## config.mk

```make
export PLATFORM = sky130hd
export DESIGN_NAME = jtag_id_tap
export DESIGN_NICKNAME = d
export VERILOG_FILES = /design/src/rtl/jtag_id_pkg.sv /design/src/rtl/jtag_tap_fsm.sv /design/src/rtl/jtag_ir_stage.sv /design/src/rtl/jtag_ir_decode.sv /design/src/rtl/jtag_cap_shift.sv /design/src/rtl/jtag_id_tap.sv
export SDC_FILE = /design/constraint.sdc
export NUM_CORES = 1
export LEC_CHECK = 0
export ABC_AREA = 1
export BUFFER_PORTS_ARGS = -buffer_cell sky130_fd_sc_hd__buf_2
export CAP_MARGIN = 20
export CORE_MARGIN = 5
export CORE_UTILIZATION = 40
export DETAILED_ROUTE_END_ITERATION = 6
export PLACE_DENSITY = 0.66
export SLEW_MARGIN = 20
export SYNTH_ARGS = -nofsm -noshare
export SYNTH_HDL_FRONTEND = slang
export SYNTH_HIERARCHICAL = 1
export SYNTH_SLANG_ARGS = --single-unit
```

## constraint.sdc

```tcl
create_clock -name tck -period 2.88 [get_ports tck]
set_input_delay 0.432 -clock tck [delete_from_list [all_inputs] [get_ports tck]]
set_output_delay 0.432 -clock tck [all_outputs]
set_load 0.05 [all_outputs]
```

## src/rtl/jtag_id_pkg.sv

```systemverilog
package jtag_id_pkg;

  localparam int IR_W = 8;

  localparam logic [IR_W-1:0] OP_BYPASS   = 8'hFF;
  localparam logic [IR_W-1:0] OP_SAMPLE   = 8'h01;
  localparam logic [IR_W-1:0] OP_EXTEST   = 8'h00;
  localparam logic [IR_W-1:0] OP_CLAMP    = 8'hFA;
  localparam logic [IR_W-1:0] OP_HIGHZ    = 8'hFC;
  localparam logic [IR_W-1:0] OP_IDCODE   = 8'hFE;
  localparam logic [IR_W-1:0] OP_USERCODE = 8'hFD;
  localparam logic [IR_W-1:0] OP_CONFIG   = 8'hEE;

  typedef enum logic [3:0] {
    ST_RESET  = 4'hF,
    ST_IDLE   = 4'hC,
    ST_SEL_DR = 4'h7,
    ST_CAP_DR = 4'h6,
    ST_SHF_DR = 4'h2,
    ST_EX1_DR = 4'h1,
    ST_PAU_DR = 4'h3,
    ST_EX2_DR = 4'h0,
    ST_UPD_DR = 4'h5,
    ST_SEL_IR = 4'h4,
    ST_CAP_IR = 4'hE,
    ST_SHF_IR = 4'hA,
    ST_EX1_IR = 4'h9,
    ST_PAU_IR = 4'hB,
    ST_EX2_IR = 4'h8,
    ST_UPD_IR = 4'hD
  } tap_state_e;

  typedef enum logic [1:0] {
    PATH_BYP  = 2'd0,
    PATH_ID   = 2'd1,
    PATH_USER = 2'd2
  } dr_path_e;

  function automatic tap_state_e tap_next(input tap_state_e st, input logic m);
    tap_state_e n;
    case (st)
      ST_RESET:  n = m ? ST_RESET  : ST_IDLE;
      ST_IDLE:   n = m ? ST_SEL_DR : ST_IDLE;
      ST_SEL_DR: n = m ? ST_SEL_IR : ST_CAP_DR;
      ST_CAP_DR: n = m ? ST_EX1_DR : ST_SHF_DR;
      ST_SHF_DR: n = m ? ST_EX1_DR : ST_SHF_DR;
      ST_EX1_DR: n = m ? ST_UPD_DR : ST_PAU_DR;
      ST_PAU_DR: n = m ? ST_EX2_DR : ST_PAU_DR;
      ST_EX2_DR: n = m ? ST_UPD_DR : ST_SHF_DR;
      ST_UPD_DR: n = m ? ST_SEL_DR : ST_IDLE;
      ST_SEL_IR: n = m ? ST_RESET  : ST_CAP_IR;
      ST_CAP_IR: n = m ? ST_EX1_IR : ST_SHF_IR;
      ST_SHF_IR: n = m ? ST_EX1_IR : ST_SHF_IR;
      ST_EX1_IR: n = m ? ST_UPD_IR : ST_PAU_IR;
      ST_PAU_IR: n = m ? ST_EX2_IR : ST_PAU_IR;
      ST_EX2_IR: n = m ? ST_UPD_IR : ST_SHF_IR;
      ST_UPD_IR: n = m ? ST_SEL_DR : ST_IDLE;
      default:   n = ST_RESET;
    endcase
    return n;
  endfunction

endpackage

```

## src/rtl/jtag_tap_fsm.sv

```systemverilog
module jtag_tap_fsm
  import jtag_id_pkg::*;
(
  input  logic       tck,
  input  logic       trst_n,
  input  logic       tms,
  output tap_state_e state
);

  always_ff @(posedge tck or negedge trst_n) begin
    if (!trst_n) state <= ST_RESET;
    else         state <= tap_next(state, tms);
  end

  // held TMS high keeps the controller parked in reset
  assert_tlr_hold_R1: assert property (@(posedge tck) disable iff (!trst_n)
    (state == ST_RESET && tms) |=> (state == ST_RESET));

  // reset is left only toward Run-Test/Idle
  assert_tlr_exit_R1: assert property (@(posedge tck) disable iff (!trst_n)
    (state == ST_RESET && !tms) |=> (state == ST_IDLE));

endmodule

```

## src/rtl/jtag_ir_stage.sv

```systemverilog
module jtag_ir_stage
  import jtag_id_pkg::*;
(
  input  logic            tck,
  input  logic            trst_n,
  input  logic            tdi,
  input  tap_state_e      state,
  input  logic            isp_mode,
  input  logic            secure_on,
  output logic            ir_lsb,
  output logic [IR_W-1:0] active_op,
  output logic            cfg_pulse_n
);

  logic [IR_W-1:0] shf_q;
  logic [IR_W-1:0] cap_pat;

  always_comb begin
    cap_pat    = '0;
    cap_pat[0] = 1'b1;
    cap_pat[3] = secure_on;
    cap_pat[4] = isp_mode;
  end

  always_ff @(posedge tck or negedge trst_n) begin
    if (!trst_n) begin
      shf_q <= '0;
    end else if (state == ST_CAP_IR) begin
      shf_q <= cap_pat;
    end else if (state == ST_SHF_IR) begin
      shf_q <= {tdi, shf_q[IR_W-1:1]};
    end
  end

  always_ff @(posedge tck or negedge trst_n) begin
    if (!trst_n) begin
      active_op <= OP_IDCODE;
    end else if (state == ST_RESET) begin
      active_op <= OP_IDCODE;
    end else if (state == ST_UPD_IR) begin
      active_op <= shf_q;
    end
  end

  always_ff @(posedge tck or negedge trst_n) begin
    if (!trst_n) cfg_pulse_n <= 1'b1;
    else         cfg_pulse_n <= !((state == ST_UPD_IR) && (shf_q == OP_CONFIG));
  end

  assign ir_lsb = shf_q[0];

  // capture always leaves the fixed 01 marker in the two low bits
  assert_ir_capture_R3: assert property (@(posedge tck) disable iff (!trst_n)
    (state == ST_CAP_IR) |=> (shf_q[1:0] == 2'b01 && shf_q[2] == 1'b0));

  // active instruction moves only out of Update-IR or in reset
  assert_active_update_R4: assert property (@(posedge tck) disable iff (!trst_n)
    !$stable(active_op) |-> ($past(state) == ST_UPD_IR || $past(state) == ST_RESET));

  // pulse only follows Update-IR
  assert_cfg_source_R9: assert property (@(posedge tck) disable iff (!trst_n)
    !cfg_pulse_n |-> ($past(state) == ST_UPD_IR));

  // pulse lasts a single period
  assert_cfg_width_R9: assert property (@(posedge tck) disable iff (!trst_n)
    !cfg_pulse_n |=> cfg_pulse_n);

endmodule

```

## src/rtl/jtag_ir_decode.sv

```systemverilog
module jtag_ir_decode
  import jtag_id_pkg::*;
(
  input  logic [IR_W-1:0] active_op,
  output dr_path_e        path
);

  always_comb begin
    case (active_op)
      OP_IDCODE:   path = PATH_ID;
      OP_USERCODE: path = PATH_USER;
      default:     path = PATH_BYP;
    endcase
  end

endmodule

```

## src/rtl/jtag_cap_shift.sv

```systemverilog
module jtag_cap_shift #(
  parameter int W = 32
) (
  input  logic         tck,
  input  logic         trst_n,
  input  logic         tdi,
  input  logic         cap_en,
  input  logic         shf_en,
  input  logic [W-1:0] cap_val,
  output logic         so
);

  logic [W-1:0] sr;

  generate
    if (W == 1) begin : g_single
      always_ff @(posedge tck or negedge trst_n) begin
        if (!trst_n)     sr <= '0;
        else if (cap_en) sr <= cap_val;
        else if (shf_en) sr <= tdi;
      end
    end else begin : g_multi
      always_ff @(posedge tck or negedge trst_n) begin
        if (!trst_n)     sr <= '0;
        else if (cap_en) sr <= cap_val;
        else if (shf_en) sr <= {tdi, sr[W-1:1]};
      end
    end
  endgenerate

  assign so = sr[0];

  // a capture loads the presented value in full
  assert_capture_load_R5: assert property (@(posedge tck) disable iff (!trst_n)
    cap_en |=> (sr == $past(cap_val)));

endmodule

```

## src/rtl/jtag_id_tap.sv

```systemverilog
module jtag_id_tap
  import jtag_id_pkg::*;
#(
  parameter logic [3:0]  ID_VERSION = 4'h0,
  parameter logic [7:0]  ID_FAMILY  = 8'h50,
  parameter logic [7:0]  ID_PRODUCT = 8'h26,
  parameter logic [10:0] ID_MFR     = 11'h049
) (
  input  logic        tck,
  input  logic        trst_n,
  input  logic        tms,
  input  logic        tdi,
  input  logic        isp_mode,
  input  logic        secure_on,
  input  logic [31:0] user_code,
  input  logic        user_code_valid,
  output logic        tdo,
  output logic        tdo_oe,
  output logic        cfg_pulse_n
);

  localparam int DR_W = 32;
  localparam logic [DR_W-1:0] ID_WORD = {ID_VERSION, ID_FAMILY, ID_PRODUCT, ID_MFR, 1'b1};

  tap_state_e      state;
  logic            ir_lsb;
  logic [IR_W-1:0] active_op;
  dr_path_e        path;
  logic            cap_dr, shf_dr;
  logic            byp_so, id_so, usr_so, dr_so;
  logic [DR_W-1:0] usr_val;
  logic            tdo_q, oe_q;

  jtag_tap_fsm u_fsm (
    .tck    (tck),
    .trst_n (trst_n),
    .tms    (tms),
    .state  (state)
  );

  jtag_ir_stage u_ir (
    .tck         (tck),
    .trst_n      (trst_n),
    .tdi         (tdi),
    .state       (state),
    .isp_mode    (isp_mode),
    .secure_on   (secure_on),
    .ir_lsb      (ir_lsb),
    .active_op   (active_op),
    .cfg_pulse_n (cfg_pulse_n)
  );

  jtag_ir_decode u_dec (
    .active_op (active_op),
    .path      (path)
  );

  assign cap_dr  = (state == ST_CAP_DR);
  assign shf_dr  = (state == ST_SHF_DR);
  assign usr_val = user_code_valid ? user_code : '1;

  jtag_cap_shift #(.W(1)) u_byp (
    .tck     (tck),
    .trst_n  (trst_n),
    .tdi     (tdi),
    .cap_en  (cap_dr && path == PATH_BYP),
    .shf_en  (shf_dr && path == PATH_BYP),
    .cap_val (1'b0),
    .so      (byp_so)
  );

  jtag_cap_shift #(.W(DR_W)) u_id (
    .tck     (tck),
    .trst_n  (trst_n),
    .tdi     (tdi),
    .cap_en  (cap_dr && path == PATH_ID),
    .shf_en  (shf_dr && path == PATH_ID),
    .cap_val (ID_WORD),
    .so      (id_so)
  );

  jtag_cap_shift #(.W(DR_W)) u_usr (
    .tck     (tck),
    .trst_n  (trst_n),
    .tdi     (tdi),
    .cap_en  (cap_dr && path == PATH_USER),
    .shf_en  (shf_dr && path == PATH_USER),
    .cap_val (usr_val),
    .so      (usr_so)
  );

  always_comb begin
    case (path)
      PATH_ID:   dr_so = id_so;
      PATH_USER: dr_so = usr_so;
      default:   dr_so = byp_so;
    endcase
  end

  always_ff @(negedge tck or negedge trst_n) begin
    if (!trst_n) begin
      tdo_q <= 1'b0;
      oe_q  <= 1'b0;
    end else begin
      oe_q  <= (state == ST_SHF_IR) || (state == ST_SHF_DR);
      tdo_q <= (state == ST_SHF_IR) ? ir_lsb : dr_so;
    end
  end

  assign tdo    = tdo_q;
  assign tdo_oe = oe_q;

  // enable seen at a rising edge belongs to a shift state
  assert_oe_shift_R8: assert property (@(posedge tck) disable iff (!trst_n)
    tdo_oe |-> (state == ST_SHF_IR || state == ST_SHF_DR));

  // identity word always starts with a one
  assert_id_lsb_R6: assert property (@(posedge tck) disable iff (!trst_n)
    (cap_dr && path == PATH_ID) |=> id_so);

  // unprogrammed user word reads ones
  assert_user_blank_R7: assert property (@(posedge tck) disable iff (!trst_n)
    (cap_dr && path == PATH_USER && !user_code_valid) |=> usr_so);

  // pass-through captures zero
  assert_bypass_zero_R5: assert property (@(posedge tck) disable iff (!trst_n)
    (cap_dr && path == PATH_BYP) |=> !byp_so);

endmodule

```

==> metrics.txt, run 1 <==
status=complete, but fails checks; failing checks=setup timing; Flop pwr share=~45%; P_int=between 2 and 3 mW; nets=~740; CP max-delay cell=dfstp_2; first-pass GRT wire length=17400 um; First-pass DRT Iterations=4; PwrDens=roughly 830 nW/um^2; Tot GR Track Use=14.6%; Synth top area share=between 30 and 40%; dominant cell type by area after synthesis=dfrtp_1; # Max-Cap Violations=0; vias per cell=approximately 4.7; Filler cells=~1.2k; Synth Cell Area=around 4700 um^2; Final Hold Viols=0; clk slew on worst S/H paths=about 0.06 ns; crit path kind=reg2reg; crit end category=register; Placer Congestion=~0.75; cell mode on critical path=nand2_1; power share of the clock group=27.4%; max incr delay on CP=0.53 ns; initial antenna violation count=0; Core Util, Final=a little under half; CORE AREA=11500 um^2; Pleak=2.73 nW; Syn Inst Count=around 630; WL final=a little under 10000 um; Die ar.=about 14000 um^2; CTS tree=built; row count=39; total CTS buffers=9; Final Hold Slack=0.363 ns; required time of the critical path=~1.6 ns; Die X=119 um; switching pwr=1.58 mW; Final Non-Filler Cells=847; # clock sinks=88; Synth top cells by count=nand2_1, nand3_1, inv_1; RSZ-0062 raised after global routing=true; post-route DRC violation count=0; number of synthesized flops with an enable pin=0; worst skew pair latency=0.34 ns; grt ovf=0; Slew headroom=49.4%; Comb power frac=between 20% and 30%; CTS max path bufs=2; Worst EP arrival=roughly 1.8 ns; Avg WL per Cell=11.6 um; total power=4.54 mW; DRT iter0 DRCs=295; Die H=around 120 um; placed cell count=approximately 830; H-tree depth=3; port bufs=41; setup tns final=-0.160 ns; largest net degree at the start of global routing=61; maximum VDD drop=around 0.47 mV; pre-CTS setup slack=-0.247 ns; Tightest Pin Transition=0.759 ns; worst min path class=in2reg; n_diodes=0; clk_skew=0.00567 ns; Post-DRT Antenna Nets=0; final slew viol count=0; post-synthesis sequential area ratio=approximately 47%; number of global-route vias before repair=roughly 3.9k; dpl hpwl=around 6400 um; starting density of the core=41.2%; Synth Area per Inst=7.50 um^2; layout cells sized above 1=between 10% and 20%; largest fanout on the critical path=2; Design Area, Final=between 5000 and 6000 um^2; Syn. warnings=6; via count=around 4.0k; Sw Ratio=a little over a third; synthesis-stage register bit count=between 80 and 90; Setup-failing EPs final=1; top-count cell post-synth=nand2_1; Cell variety after synth=26; area growth from synthesis to layout=15.6%; top cells by area, synth=dfrtp_1, nand2_1, nand3_1, dfstp_2, inv_1; crit path launch type=register; crit-path cells=nand2_1 -> inv_1 -> nand2_2 -> nor2_4 -> inv_2 -> ha_4 -> or2_4 -> nand3_2 -> nand2_1; placed instance area=5090 um^2; setup ws final=-0.160 ns; Boundary Pins=42; asr flop ratio synth=100%; ys flop type=dfrtp_1; root buf cell=clkbuf_16
==> state kept, by name, summed over array words and instances (netlist names) <==
| name | flops |
|---|---|
| u_id/sr | 32 |
| u_usr/sr | 32 |
| tdo_oe | 1 |
| u_ir/active_op | 8 |
| tdo | 1 |
| u_ir/cfg_pulse_n | 1 |
| u_byp/so | 1 |
| u_fsm/state | 4 |
| u_ir/shf_q | 8 |
==> metal layers <==
metal  part of all wire (%)  global-route usage [%]  up-vias  routed length [um]
met4                    1.7                    5.87        0                 163
met2                     48                    23.8       66                4760
met5                      0                       0        -                   0
met3                    3.2                    2.75        9                 318
li1                       -                       -     2061                   -
met1                     47                    19.2     1854                4580
==> timing repair <==
action,4_1_cts,5_1_grt
hold buffers,1,0
pin swaps,3,3
setup buffers,1,0
endpoints found under the setup margin,2,2
hold endpoints to repair,5,0
gates resized for setup,3,16
==> power by group through the flow <==
| stage | clock network, mW | logic, mW | registers [mW] |
|---|---|---|---|
| 5_1_grt | 1.32 | 1.45 | 2.11 |
| 2_1_floorplan | 0 | 0.916 | 2.02 |
| 6_report | 1.24 | 1.25 | 2.04 |
| 4_1_cts | 1.28 | 1.23 | 2.04 |
| 3_3_place_gp | 0 | 1.15 | 2.03 |
| 3_5_place_dp | 0 | 1.20 | 2.05 |
==> cell families (layout without fill, tap and decap cells) <==
family          Yosys count  count (layout)  share of synthesized area [%]
buf+inv                 117             157                           12.5
other cells               2              33                          0.158
compound gates           10              10                           1.56
flops                    88              88                           46.7
fa+ha+maj                 3               3                          0.791
simple gates            413             413                           38.3
==> area by class of cell <==
cell class	instances	area [um^2]	share of cell area (%)
flip-flops and latches	88	2220	40.4
multi-input cells	459	2130	38.8
repair buffers	56	328	5.98
inverters	85	319	5.82
clock buffers	10	229	4.17
well taps	143	179	3.26
clock inverters	6	83.8	1.53
==> final timing paths <==
check,cells after the start,slack [ns],end,start
worst min register to register,2,0.48,u_id/sr[10]$_DFFE_PN0P_,u_id/sr[10]$_DFFE_PN0P_
max in group asynchronous,2,0.86,tdo$_DFF_NN0_,trst_n
worst max-delay path,9,-0.16,tdo$_DFF_NN0_,u_ir/active_op[5]$_DFFE_PN1P_
min in group asynchronous,2,0.50,u_ir/active_op[0]$_DFFE_PN0P_,trst_n
worst max register to register,9,-0.16,tdo$_DFF_NN0_,u_ir/active_op[5]$_DFFE_PN1P_
worst min-delay path,3,0.36,u_fsm/state[0]$_DFF_PN1_,tms
==> placed cells by master (no fill, tap or decap), types with 5 or more instances in the layout <==
cell type	n
clkbuf_16	9
inv_2	9
buf_4	16
nor2_1	20
nand2_1	222
inv_1	76
nand2_2	6
o21ai_2	5
nand3_1	144
dfstp_2	12
nor2_2	8
dfrtp_1	74
conb_1	33
buf_2	38
==> critical path: cells and delay by family (launching register included) <==
family / cells / cell delay [ns]
adders and majority gates: 1 / 0.24
DFF: 1 / 0.53
buffers and inverters: 2 / 0.12
and+or+nand+nor: 6 / 0.57
No activity file was read; power rests on OpenSTA's default activity.
==> run 2: changes to the inputs <==
- CORE_MARGIN: 5 -> 2
- CORE_UTILIZATION: 40 -> 50
- PLACE_DENSITY: 0.66 -> 0.78
==> run 2 against run 1 <==
The flow still finishes with violations (setup timing). Sequential cell count unchanged. Utilization up 11 points. Sequential share of layout area up 0.23 points. Final cell count down 1.4%. Largest cell class unchanged. Largest power group unchanged. Global-route usage up 5.7 points. Via count up 2.6%. Wire length down 0.60%. Clock power down 8%. Critical endpoint unchanged. Total power down 1.5%. Die area down 27%.
==> metrics.txt, run 2 (synthesis gave the netlist of run 1 again) <==
WL final=a little under 10000 um; failing checks=setup timing; clk slew on worst S/H paths=approximately 0.090 ns; Design Area, Final=between 5000 and 6000 um^2; CTS max path bufs=2; largest net degree at the start of global routing=between 40 and 50; setup tns final=-0.289 ns; Placer Congestion=0.847; H-tree depth=3; largest fanout on the critical path=2; most frequent cells in the layout=nand2_1, nand3_1, inv_1, dfrtp_1, buf_2; row count=35; first-pass GRT wire length=16900 um; crit end category=register; DRT iter0 DRCs=roughly 240; First-pass DRT Iterations=5; layout cells sized above 1=between 10% and 20%; # clock sinks=between 80 and 90; Worst EP arrival=around 1.9 ns; nets=743; Slew headroom=between 60% and 70%; worst skew pair latency=roughly 0.35 ns; root buf cell=clkbuf_8; required time of the critical path=around 1.6 ns; PwrDens=between 800 and 900 nW/um^2; Boundary Pins=42; Die X=a little over 100 um; Largest regs=u_id/sr: 32 flops, u_usr/sr: 32 flops; # Max-Cap Violations=0; maximum VDD drop=slightly below 0.6 mV; crit path kind=reg2reg; placed instance area=~5100 um^2; crit path launch type=register; vias per cell=4.90; clk_skew=around 0.017 ns; worst min path class=in2reg; commonest non-fill, non-tap cell in the layout=nand2_1; Tot GR Track Use=about a fifth; Final Hold Slack=between 0.3 and 0.4 ns; Tightest Pin Transition=roughly 0.57 ns; starting density of the core=roughly half; Final Hold Viols=0; Post-DRT Antenna Nets=0; Die ar.=roughly 10000 um^2; CORE AREA=9240 um^2; Die H=slightly above 100 um; dpl hpwl=around 6300 um; port bufs=a little over 40; Final Non-Filler Cells=between 800 and 900; Core Util, Final=approximately 59%; total power=roughly 4.5 mW; placed cell count=around 800; CTS tree=built; final slew viol count=0; Pleak=approximately 2.7 nW; Avg WL per Cell=between 10 and 15 um; initial antenna violation count=0; number of global-route vias before repair=roughly 3.9k; pre-CTS setup slack=-0.253 ns; RSZ-0062 raised after global routing=true; n_diodes=0; area growth from synthesis to layout=14.9%; total CTS buffers=9; Setup-failing EPs final=1; setup ws final=-0.289 ns; via count=around 4.1k; grt ovf=0; status=complete, but fails checks; post-route DRC violation count=0
[run 2: cell count changes in the layout (fill, tap and decap cells not counted), sizes merged]
cell,previous run,this run
buf,54,57
clkinvlp,2,0
inv,85,87
clkinv,2,1
clkbuf,11,9
bufinv,2,4
[run 2: per-layer routing]
layer	routed length, um	GRT usage (%)	up-vias
li1	-	-	2063
met1	4420	26.4	1920
met2	4860	34.2	90
met3	260	2.83	19
met4	225	8.42	0
met5	0	0	-
[run 2: critical path, cell delays in order, from the launching register on]
cell     delay [ns]
dfstp_2        0.56
inv_2          0.04
nor2_1         0.13
nand2_1        0.11
nor2_4         0.13
inv_2          0.06
ha_4           0.22
or2_4          0.23
nand3_2        0.05
nand2_1        0.04
[run 2: layout make-up]
| class | instances | area, um^2 |
|---|---|---|
| fill | 831 | 3790 |
| sequential | 88 | 2220 |
| multi-input combinational | 459 | 2140 |
| timing repair buffer | 58 | 344 |
| inverter | 85 | 319 |
| tap | 129 | 161 |
| clock inverter | 7 | 151 |
| clock buffer | 9 | 124 |
[run 2: final timing paths]
path / from / to / slack, ns / cells past startpoint
worst max register to register: u_ir/active_op[1]$_DFFE_PN1P_ / tdo$_DFF_NN0_ / -0.29 / 9
worst min-delay path: tms / u_fsm/state[0]$_DFF_PN1_ / 0.35 / 3
max in group asynchronous: trst_n / tdo_oe$_DFF_NN0_ / 0.85 / 2
worst max-delay path: u_ir/active_op[1]$_DFFE_PN1P_ / tdo$_DFF_NN0_ / -0.29 / 9
worst min register to register: u_ir/shf_q[4]$_DFFE_PN0P_ / u_ir/shf_q[4]$_DFFE_PN0P_ / 0.49 / 2
min in group asynchronous: trst_n / u_ir/shf_q[1]$_DFFE_PN0P_ / 0.49 / 2
[run 2: what timing repair did]
action	in CTS	in global routing
setup buffers	4	0
cloned	0	0
setup endpoints to repair	2	1
hold endpoints to repair	4	0
pin swaps	4	7
resized for setup	8	12
hold buffers	1	0
[run 2: report_power, final]
| part | internal (mW) | switching [mW] | total (mW) |
|---|---|---|---|
| Clock | 0.677 | 0.459 | 1.14 |
| Sequential | 1.73 | 0.315 | 2.05 |
| Combinational | 0.470 | 0.811 | 1.28 |
| Total | 2.88 | 1.58 | 4.47 |
